[src/rtl/gpio_irq_pkg.sv]
package gpio_irq_pkg;
    localparam int SEL_W = 3;

    typedef enum logic [SEL_W-1:0] {
        SEL_DIR    = 3'd0,
        SEL_POL    = 3'd1,
        SEL_DIN    = 3'd2,
        SEL_ECAUSE = 3'd3,
        SEL_EMASK  = 3'd4,
        SEL_LMASK  = 3'd5
    } reg_sel_e;
endpackage

[src/rtl/gpio_sync.sv]
module gpio_sync #(
    parameter int WIDTH = 32
) (
    input  logic             clk,
    input  logic             rst_n,
    input  logic [WIDTH-1:0] d,
    output logic [WIDTH-1:0] q
);
    logic [WIDTH-1:0] stage1_q;
    logic [WIDTH-1:0] stage2_q;

    always_ff @(posedge clk or negedge rst_n) begin
        if (!rst_n) begin
            stage1_q <= '0;
            stage2_q <= '0;
        end else begin
            stage1_q <= d;
            stage2_q <= stage1_q;
        end
    end

    assign q = stage2_q;
endmodule

[src/rtl/gpio_edge_cause.sv]
module gpio_edge_cause #(
    parameter int WIDTH = 32
) (
    input  logic             clk,
    input  logic             rst_n,
    input  logic [WIDTH-1:0] data_in,
    input  logic [WIDTH-1:0] line_en,
    input  logic             clr_we,
    input  logic [WIDTH-1:0] clr_keep,
    output logic [WIDTH-1:0] cause,
    output logic [WIDTH-1:0] rise
);
    for (genvar i = 0; i < WIDTH; i++) begin : g_line
        logic prev_q;
        logic cause_q;
        logic kept;

        assign rise[i] = data_in[i] & ~prev_q & line_en[i];
        assign kept    = clr_we ? (cause_q & clr_keep[i]) : cause_q;

        always_ff @(posedge clk or negedge rst_n) begin
            if (!rst_n) begin
                prev_q  <= 1'b0;
                cause_q <= 1'b0;
            end else begin
                prev_q  <= data_in[i];
                cause_q <= kept | rise[i];
            end
        end

        assign cause[i] = cause_q;
    end
endmodule

[src/rtl/gpio_group_reduce.sv]
module gpio_group_reduce #(
    parameter int WIDTH      = 32,
    parameter int GROUP_SIZE = 8,
    localparam int NUM_GROUPS = WIDTH / GROUP_SIZE
) (
    input  logic [WIDTH-1:0]      line_cause,
    output logic [NUM_GROUPS-1:0] group_irq
);
    for (genvar g = 0; g < NUM_GROUPS; g++) begin : g_grp
        assign group_irq[g] = |line_cause[g*GROUP_SIZE +: GROUP_SIZE];
    end
endmodule

[src/rtl/gpio_irq_unit.sv]
module gpio_irq_unit
    import gpio_irq_pkg::*;
#(
    parameter int NUM_LINES  = 32,
    parameter int GROUP_SIZE = 8,
    localparam int NUM_GROUPS = NUM_LINES / GROUP_SIZE
) (
    input  logic                  clk,
    input  logic                  rst_n,
    input  logic [NUM_LINES-1:0]  pin_in,
    input  logic [SEL_W-1:0]      reg_sel,
    input  logic                  reg_we,
    input  logic [NUM_LINES-1:0]  reg_wdata,
    output logic [NUM_LINES-1:0]  reg_rdata,
    output logic [NUM_GROUPS-1:0] group_irq
);
    logic [NUM_LINES-1:0] dir_q;
    logic [NUM_LINES-1:0] pol_q;
    logic [NUM_LINES-1:0] emask_q;
    logic [NUM_LINES-1:0] lmask_q;
    logic [NUM_LINES-1:0] pin_sync;
    logic [NUM_LINES-1:0] data_in;
    logic [NUM_LINES-1:0] ecause;
    logic [NUM_LINES-1:0] rise;
    logic [NUM_LINES-1:0] line_cause;
    logic                 ecause_we;

    gpio_sync #(.WIDTH(NUM_LINES)) i_sync (
        .clk   (clk),
        .rst_n (rst_n),
        .d     (pin_in),
        .q     (pin_sync)
    );

    assign data_in   = pin_sync ^ pol_q;
    assign ecause_we = reg_we && (reg_sel == SEL_ECAUSE);

    always_ff @(posedge clk or negedge rst_n) begin
        if (!rst_n) begin
            dir_q   <= '0;
            pol_q   <= '0;
            emask_q <= '0;
            lmask_q <= '0;
        end else if (reg_we) begin
            case (reg_sel)
                SEL_DIR:   dir_q   <= reg_wdata;
                SEL_POL:   pol_q   <= reg_wdata;
                SEL_EMASK: emask_q <= reg_wdata;
                SEL_LMASK: lmask_q <= reg_wdata;
                default: ;
            endcase
        end
    end

    gpio_edge_cause #(.WIDTH(NUM_LINES)) i_edge (
        .clk      (clk),
        .rst_n    (rst_n),
        .data_in  (data_in),
        .line_en  (dir_q),
        .clr_we   (ecause_we),
        .clr_keep (reg_wdata),
        .cause    (ecause),
        .rise     (rise)
    );

    assign line_cause = ((data_in & lmask_q) | (ecause & emask_q)) & dir_q;

    gpio_group_reduce #(.WIDTH(NUM_LINES), .GROUP_SIZE(GROUP_SIZE)) i_group (
        .line_cause (line_cause),
        .group_irq  (group_irq)
    );

    always_comb begin
        case (reg_sel)
            SEL_DIR:    reg_rdata = dir_q;
            SEL_POL:    reg_rdata = pol_q;
            SEL_DIN:    reg_rdata = data_in;
            SEL_ECAUSE: reg_rdata = ecause;
            SEL_EMASK:  reg_rdata = emask_q;
            SEL_LMASK:  reg_rdata = lmask_q;
            default:    reg_rdata = '0;
        endcase
    end
endmodule

[config.mk]
export PLATFORM = sky130hd
export DESIGN_NAME = gpio_irq_unit
export DESIGN_NICKNAME = d
export VERILOG_FILES = /design/src/rtl/gpio_irq_pkg.sv /design/src/rtl/gpio_sync.sv /design/src/rtl/gpio_edge_cause.sv /design/src/rtl/gpio_group_reduce.sv /design/src/rtl/gpio_irq_unit.sv
export SDC_FILE = /design/constraint.sdc
export NUM_CORES = 1
export LEC_CHECK = 0
export ABC_AREA = 1
export BUFFER_PORTS_ARGS = -buffer_cell sky130_fd_sc_hd__buf_4
export CAP_MARGIN = 5
export CORE_MARGIN = 4
export CORE_UTILIZATION = 40
export DETAILED_ROUTE_END_ITERATION = 16
export SLEW_MARGIN = 20
export SYNTH_ARGS = -nofsm -noshare
export SYNTH_HDL_FRONTEND = slang
export SYNTH_SLANG_ARGS = --single-unit
[constraint.sdc]
create_clock -name clk -period 1.03 [get_ports clk]
set_clock_uncertainty 0.15 [all_clocks]
set_input_delay 0.103 -clock clk [delete_from_list [all_inputs] [get_ports clk]]
set_output_delay 0.103 -clock clk [all_outputs]
set_load 0.02 [all_outputs]
==> results.json, run 1 <==
{
  "run_status": "complete, but fails checks",
  "failed_checks": "hold timing, setup timing",
  "dpl.hpwl_um": 20100,
  "drv_slew": 0,
  "final.period_utilization": 1.90,
  "wl_met2_um": 16200,
  "clkTransAtPathRegs_ps": 60,
  "end_kind": "output pin",
  "synth_seq_area_share": 0.589,
  "synth_area_leader_cell": "dfrtp_1",
  "port_buffers": 105,
  "power.total_uw": 32000,
  "synth.net_count": 1393,
  "r2r_end": "i_edge.g_line[11].cause_q$_DFF_PN0_",
  "required_ps": 780,
  "final_area_mm2": 0.0165,
  "drive_gt1_frac": 0.368,
  "root_buffer": "clkbuf_16",
  "whs_ps": -149,
  "slew_headroom": 0.826,
  "n_fill_cell": 2273,
  "ys_types": 16,
  "setup_violations": 81,
  "clock.fmax_ghz": 0.512,
  "start_util": 0.404,
  "worstSkewPairLatency_ps": 550,
  "worst_slack_ps": -922,
  "synth.avg_cell_area_um2": 8.21,
  "crit_path_start_kind": "register",
  "synth-async-reset-ratio": 1.00,
  "grt_pass1_wl_um": 51800,
  "drtAntennaViolNets": 0,
  "cts_tree": "built",
  "leakagePower_uw": 0.00815,
  "yosys_warnings": 0,
  "drc": 0,
  "synth_area_mm2": 0.0109,
  "ir_drop_mv": 1.35,
  "holdBufCountCts": 65,
  "rsz0062_at_grt": "yes",
  "grt_max_degree": 42,
  "netlist.area_leader.share": 0.589,
  "die_h_um": 173,
  "drt-met1-wl_um": 13800,
  "r2r_slack_ps": -720,
  "critical_path.endpoint": "reg_rdata[3]",
  "r2r_cells": 12,
  "cp-startpoint": "pol_q[3]$_DFFE_PN0P_",
  "area_growth_pct": 51.6,
  "r2r_start": "pol_q[11]$_DFFE_PN0P_",
  "synth_common_cells": "nand2_1, dfrtp_1, o21ai_0, inv_1, nor2_1",
  "cap_violations": 0,
  "die-area_mm2": 0.0299,
  "timing.final.hold_violations": 22,
  "ys.flop_type": "dfrtp_1",
  "hold_path.class": "primary input to async pin",
  "post-synth-top-count-cell": "nand2_1",
  "cts_made_buffers": 29,
  "core_area_mm2": 0.0269,
  "p_per_area_mw_per_mm2": 1940,
  "vias_per_cell": 4.92,
  "gp_congestion": 0.852,
  "critPathArrivalTime_ps": 1700,
  "firstDrtPassIters": 6,
  "period_minus_slack_ps": 1950,
  "num_rows": 60,
  "critPathMaxFanout": 3,
  "place_area_mm2": 0.0138,
  "die_w_um": 173,
  "ios": 106,
  "fin_nets": 1798,
  "grt_pass1_vias": 10400,
  "totalWireLength_um": 32300,
  "synth_edf_count": 0,
  "htree_num_levels": 1,
  "cts.path.max_buffers": 3,
  "synth.area.top_cells": "dfrtp_1, nand2_1, o21ai_0",
  "path_class": "register to output pin",
  "drtIter0Drc": 819,
  "wire_per_inst_um": 15.5,
  "setup_tns_ps": -36510,
  "wl_met3_um": 1520,
  "cts_sinks": 256,
  "num_vias": 10300,
  "antenna_found_initial": 0,
  "worstMarginPinSlew_ps": 261,
  "track_usage": 0.209,
  "synth-seq-cells": 256,
  "grt-ovfl-total": 0,
  "diodes": 0,
  "top_layer": "met4",
  "synthCells": 1323
}
## sequential cells by signal, indices dropped and copies added, names as in the netlist
signal and count:
i_sync.stage1_q 32, i_edge.g_line.cause_q 32, i_edge.g_line.prev_q 32, pol_q 32, emask_q 32, dir_q 32, lmask_q 32, i_sync.q 32
## layer usage
| metal | vias to the layer above | global-route usage |
|---|---|---|
| met3 | 63 | 0.0317 |
| li1 | 4988 | - |
| met1 | 4957 | 0.280 |
| met4 | 0 | 0.0545 |
| met5 | - | 0 |
| met2 | 266 | 0.361 |
## per-stage QoR
step                std cells  worst slack, ps  hold WS [ps]  utilization
global route             2087            -1050          -135        0.613
detailed placement       1934             -481          -169        0.513
finish                   2087             -922          -149        0.613
floorplan                1323             -161          -343            -
CTS                      2078             -945          -170        0.590
global placement         1934             -463          -167        0.513
## cells in the final DEF, fill, tap and decap left out, drive strengths merged
master / n
dfrtp: 256
clkinv: 4
clkinvlp: 4
a21oi: 50
nand4: 32
nand3: 34
clkbuf: 38
bufinv: 2
o21ai: 174
nand2: 491
nor2: 93
buf: 355
dlygate4sd3: 65
inv: 148
## worst min path at each step
stage / startpoint / to / slack (ps) / depth (start not counted)
finish: rst_n / i_sync.q[2]$_DFF_PN0_ / -150 / 2
detailed placement: rst_n / i_sync.q[2]$_DFF_PN0_ / -170 / 1
floorplan: rst_n / dir_q[0]$_DFFE_PN0P_ / -340 / 0
global placement: rst_n / i_sync.q[2]$_DFF_PN0_ / -170 / 1
CTS: rst_n / i_sync.q[3]$_DFF_PN0_ / -170 / 2
global route: rst_n / i_sync.q[3]$_DFF_PN0_ / -130 / 2
## where the power goes
part	switching (µW)	internal (µW)
Combinational	4380	4710
Clock	4050	5790
Sequential	1240	11800
## what timing repair did
action,4_1_cts,5_1_grt
buffers inserted,60,38
pin swaps,79,121
hold endpoints to repair,448,15
endpoints found under the setup margin,74,100
resized for setup,111,231
## final cells by class
class	count	area, µm²	share of cell area
Inverter	147	552	0.0335
Clock buffer	38	779	0.0473
Timing Repair Buffer	420	3880	0.235
Sequential cell	256	6410	0.389
Tap cell	341	427	0.0259
Multi-Input combinational cell	874	4310	0.262
Clock inverter	11	123	0.00744
## logic make-up after synthesis
kind of cell           count (synthesis)  share of synthesized area
AO/OA/AOI/OAI                        224                      0.103
buffers and inverters                193                     0.0695
flip-flops                           256                      0.589
AND/OR/NAND/NOR                      650                      0.238
## worst max-delay path, stage by stage (launching register included)
cell and delay, ps:
dfrtp_1 410, inv_2 70, nand2_2 60, nand2_2 80, nor2_1 40, a21oi_1 150, nand4_1 150, buf_4 190
Note: power is estimated with default switching activity, not from simulation.
==> run 2, diff against run 1 <==
--- a/config.mk
+++ b/config.mk
@@ -14,4 +14,5 @@
 export SLEW_MARGIN = 20
 export SYNTH_ARGS = -nofsm -noshare
 export SYNTH_HDL_FRONTEND = slang
+export SYNTH_HIERARCHICAL = 1
 export SYNTH_SLANG_ARGS = --single-unit
==> run 2 against run 1 <==
Against the previous run:
- synthesized cell count is 24% higher
- via count is 12% higher
- core utilization is 1.1 points lower
- routed wire length is 13% higher
- the run still ends with hold timing, setup timing left
- largest power group unchanged
==> results.json, run 2 <==
{
  "diodes": 0,
  "worstMarginPinSlew_ps": 364,
  "ios": 106,
  "run_status": "complete, but fails checks",
  "clock.fmax_ghz": 0.492,
  "antenna_found_initial": 0,
  "grt_pass1_wl_um": 58700,
  "required_ps": 780,
  "clkTransAtPathRegs_ps": 60,
  "r2r_slack_ps": -290,
  "cts_tree": "built",
  "drtIter0Drc": 696,
  "port_buffers": 105,
  "pwr-share-comb": 0.288,
  "p_per_area_mw_per_mm2": 1800,
  "power.net_switching_uw": 10200,
  "period_minus_slack_ps": 2030,
  "cp-startpoint": "pol_q[29]$_DFFE_PN0P_",
  "drive_gt1_frac": 0.357,
  "grt-ovfl-total": 0,
  "fin_nets": 2034,
  "failed_checks": "hold timing, setup timing",
  "start_util": 0.411,
  "num_vias": 11500,
  "dpl.hpwl_um": 23500,
  "num_rows": 63,
  "p_int_uw": 22300,
  "die_h_um": 183,
  "cts.path.max_buffers": 3,
  "final.period_utilization": 1.97,
  "r2r_end": "i_edge/g_line[0].cause_q$_DFF_PN0_",
  "htree_num_levels": 1,
  "drv_slew": 0,
  "grt_max_degree": 62,
  "critPathMaxFanout": 3,
  "slew_headroom": 0.757,
  "p_clk_frac": 0.308,
  "synth_area_mm2": 0.0123,
  "firstDrtPassIters": 7,
  "final_cell_mix": "nand2_1, dfrtp_1, inv_1",
  "root_buffer": "clkbuf_16",
  "totalWireLength_um": 36400,
  "hold_path.class": "primary input to async pin",
  "synth.net_count": 1704,
  "core_area_mm2": 0.0300,
  "area_growth_pct": 46.7,
  "track_usage": 0.214,
  "utilization": 0.602,
  "synth.avg_cell_area_um2": 7.53,
  "critical_path.endpoint": "group_irq[3]",
  "end_kind": "output pin",
  "wire_per_inst_um": 15.3,
  "cts_made_buffers": 30,
  "path_class": "register to output pin",
  "p_sw_frac": 0.313,
  "whs_ps": -32.5,
  "r2r_start": "pol_q[0]$_DFFE_PN0P_",
  "cap_violations": 0,
  "leakagePower_uw": 0.00929,
  "rsz0062_at_grt": "yes",
  "gp_congestion": 0.830,
  "crit_path_start_kind": "register",
  "n_fill_cell": 2650,
  "drtAntennaViolNets": 0,
  "die_w_um": 183,
  "critPathArrivalTime_ps": 1780,
  "timing.final.hold_violations": 34,
  "final_common_cell": "nand2_1",
  "die-area_mm2": 0.0336,
  "worstSkewPairLatency_ps": 560,
  "vias_per_cell": 4.85,
  "grt_pass1_vias": 11400,
  "yosys_warnings": 6,
  "seq_power_share": 0.404,
  "ir_drop_mv": 1.33,
  "worst_slack_ps": -1000,
  "drc": 0,
  "cts_sinks": 256,
  "setup_violations": 56,
  "synthCells": 1634,
  "r2r_cells": 9
}
[run 2: how the worst min path moves through the flow]
stage	endpoint	cells past startpoint
after global routing	i_edge/g_line[22].prev_q$_DFF_PN0_	3
after detailed placement	dir_q[17]$_DFFE_PN0P_	1
final	i_edge/g_line[22].prev_q$_DFF_PN0_	3
after CTS	i_edge/g_line[17].prev_q$_DFF_PN0_	3
after floorplan	dir_q[0]$_DFFE_PN0P_	0
after global placement	dir_q[17]$_DFFE_PN0P_	1
[run 2: critical path, cell delays in order, from the launching register on]
cell and delay (ps):
dfrtp_1 400, inv_1 60, nand2_1 60, nand2_2 90, inv_2 40, nand2_1 70, a21oi_2 60, inv_2 60
nand2_1 50, nor2_1 120, nand2_2 80, buf_6 130
[run 2: per-stage QoR]
step                worst slack, ps  cells  power (µW)  instance area, µm²  setup TNS (ps)
finish                        -1000   2371       32500               18000          -31530
global route                  -1110   2371       34400               18000          -36780
CTS                           -1030   2356       31800               17400          -84420
detailed placement             -466   2214       20600               15200          -73130
global placement               -457   2214       20400               15200          -72150
floorplan                      -213   1634       17500               13100          -16290
[run 2: repair_timing]
action,4_1_cts,5_1_grt
hold buffers,66,1
endpoints found under the setup margin,69,224
pin swaps,99,163
setup buffers,59,42
resized for setup,111,222
hold endpoints to repair,448,3
[run 2: power groups by stage]
stage | sequential [µW] | combinational [µW] | clock, µW
6_report | 13100 | 9360 | 9980
5_1_grt | 13300 | 10400 | 10700
4_1_cts | 13100 | 8450 | 10300
3_5_place_dp | 13200 | 7380 | 0
3_3_place_gp | 13100 | 7240 | 0
2_1_floorplan | 12900 | 4650 | 0
[run 2: area by class of cell]
class	instances	area, µm²	share of cell area
clock buffers	43	891	0.0494
well taps	390	488	0.0270
clock inverters	6	33.8	0.00187
repair buffers	401	3890	0.216
inverters	274	1040	0.0574
flip-flops and latches	256	6410	0.355
multi-input cells	1001	5300	0.294
[run 2: layer usage]
layer  vias up  global-route usage  part of all wire
li1       5664                   -                 -
met1      5526               0.294              0.45
met2       238               0.363              0.48
met3        64              0.0301             0.049
met4         0              0.0474             0.019
met5         -                   0                 0
==> run 3, diff against run 2 <==
--- a/config.mk
+++ b/config.mk
@@ -8,6 +8,7 @@
 export ABC_AREA = 1
 export BUFFER_PORTS_ARGS = -buffer_cell sky130_fd_sc_hd__buf_4
 export CAP_MARGIN = 5
+export CORE_ASPECT_RATIO = 0.6
 export CORE_MARGIN = 4
 export CORE_UTILIZATION = 40
 export DETAILED_ROUTE_END_ITERATION = 16
==> run 3 against run 2 <==
Against the previous run:
- the flow still finishes with violations (hold timing, setup timing)
- power up 0.80%
- register-to-register slack better by 200 ps
- critical path depth decreased by 1
- via count decreased by 0.26%
- critical path type unchanged
- critical endpoint is now group_irq[1]
- largest power group unchanged
- highest routed layer unchanged
==> results.json, run 3 (synthesis results as in run 2) <==
{
  "wire_per_inst_um": 15.5,
  "drive_gt1_frac": 0.360,
  "crit_path_start_kind": "register",
  "holdBufCountCts": 65,
  "hold_path.class": "primary input to async pin",
  "clkTransAtPathRegs_ps": 60,
  "grt_pass1_wl_um": 58500,
  "p_per_area_mw_per_mm2": 1800,
  "final_cell_mix": "nand2_1, dfrtp_1, inv_1",
  "r2r_end": "i_edge/g_line[18].cause_q$_DFF_PN0_",
  "final_cells": 2394,
  "grt-ovfl-total": 0,
  "grt_max_degree": 52,
  "cts.path.max_buffers": 3,
  "leakagePower_uw": 0.00934,
  "root_buffer": "clkbuf_16",
  "path_class": "register to output pin",
  "area_growth_pct": 47.6,
  "totalWireLength_um": 37100,
  "r2r_start": "pol_q[18]$_DFFE_PN0P_",
  "end_kind": "output pin",
  "firstDrtPassIters": 5,
  "worst_slack_ps": -983,
  "die-area_mm2": 0.0337,
  "cp_top_family": "simple AND/OR/NAND/NOR gates",
  "drc": 0,
  "vias_per_cell": 4.79,
  "failed_checks": "hold timing, setup timing",
  "drtAntennaViolNets": 0,
  "track_usage": 0.218,
  "cts_sinks": 256,
  "final_area_mm2": 0.0182,
  "r2r_cells": 7,
  "core_area_mm2": 0.0301,
  "rsz0062_at_grt": "yes",
  "grt_pass1_vias": 11000,
  "num_rows": 49,
  "whs_ps": -136,
  "num_vias": 11500,
  "dpl.hpwl_um": 23500,
  "path_common_cell": "nand2_2",
  "r2r_slack_ps": -90,
  "diodes": 0,
  "crit_chain": "nand2_1 -> nand2_2 -> inv_2 -> nand2_2 -> a21oi_2 -> inv_1 -> nand2_1 -> nor2_2 -> nand2_2 -> buf_6",
  "port_buffers": 105,
  "cts_tree": "built",
  "htree_num_levels": 1,
  "critPathArrivalTime_ps": 1760,
  "gp_congestion": 0.869,
  "antenna_found_initial": 0,
  "crit_slowest_cell": "dfrtp_1",
  "period_minus_slack_ps": 2010,
  "setup_violations": 62,
  "clock.fmax_ghz": 0.497,
  "worstMarginPinSlew_ps": 329,
  "final.period_utilization": 1.95,
  "critical_path_buf_inv_count": 3,
  "start_util": 0.409,
  "utilization": 0.603,
  "max_stage_delay_ps": 400,
  "worstSkewPairLatency_ps": 550,
  "die_h_um": 144,
  "cap_violations": 0,
  "cts_made_buffers": 26,
  "fin_nets": 2037,
  "timing.final.hold_violations": 14,
  "ir_drop_mv": 1.18,
  "slew_headroom": 0.781,
  "run_status": "complete, but fails checks",
  "place_area_mm2": 0.0153,
  "die_w_um": 234,
  "dp.cells": 2241,
  "critPathMaxFanout": 3,
  "ios": 106,
  "drv_slew": 0,
  "final_common_cell": "nand2_1",
  "drtIter0Drc": 877,
  "required_ps": 780
}
run 3: cell count changes in the layout (fill, tap and decap cells not counted), sizes merged:
cell         delta
bufinv          +1
clkbuf          -1
clkinv          -1
inv             -1
buf             +8
dlygate4sd3     -1
run 3: stage by stage:
step	setup TNS, ps	total power, µW	setup slack (ps)
2_1_floorplan	-16290	17500	-213
4_1_cts	-32760	32200	-1010
5_1_grt	-36680	34600	-1120
3_3_place_gp	-69140	20600	-496
6_report	-31300	32700	-983
3_5_place_dp	-69390	20800	-504
run 3: power by group:
group	internal, µW	switching, µW	total [µW]	leakage, µW
clock	5870	4060	9930	0.000452
combinational	4820	4890	9710	0.00583
sequential	11800	1290	13100	0.00305
run 3: how the worst max path moves through the flow:
stage | from | endpoint | slack [ps] | cells after the start
after floorplan | pol_q[4]$_DFFE_PN0P_ | group_irq[0] | -210 | 10
after global placement | pol_q[14]$_DFFE_PN0P_ | group_irq[1] | -500 | 11
after detailed placement | pol_q[14]$_DFFE_PN0P_ | group_irq[1] | -500 | 11
after CTS | pol_q[1]$_DFFE_PN0P_ | group_irq[0] | -1010 | 11
after global routing | pol_q[0]$_DFFE_PN0P_ | group_irq[0] | -1120 | 11
final | pol_q[11]$_DFFE_PN0P_ | group_irq[1] | -980 | 10
run 3: metal layers:
layer	up-vias	wire [µm]	GRT usage
li1	5662	-	-
met1	5403	17600	0.325
met2	328	16400	0.334
met3	69	2290	0.0386
met4	0	764	0.0497
met5	-	0	0
run 3: worst reg2reg max path, stage by stage, from the launching register on:
cell and delay (ps):
dfrtp_1 390, inv_1 60, nand2_1 60, nand2_2 80
inv_2 60, buf_6 110, nand3_2 50, nand2_1 50
run 3: final cells by class:
class	instances	area, µm²
sequential	256	6410
clock inverter	5	50.0
fill	2590	11900
tap	408	510
inverter	274	1040
multi-input combinational	1001	5310
clock buffer	42	852
timing repair buffer	408	3990
run 3: timing repair:
action,in CTS,in global routing
buffers inserted,58,38
pin swaps,130,128
gates resized for setup,169,186
setup endpoints to repair,67,91
hold endpoints to repair,448,14
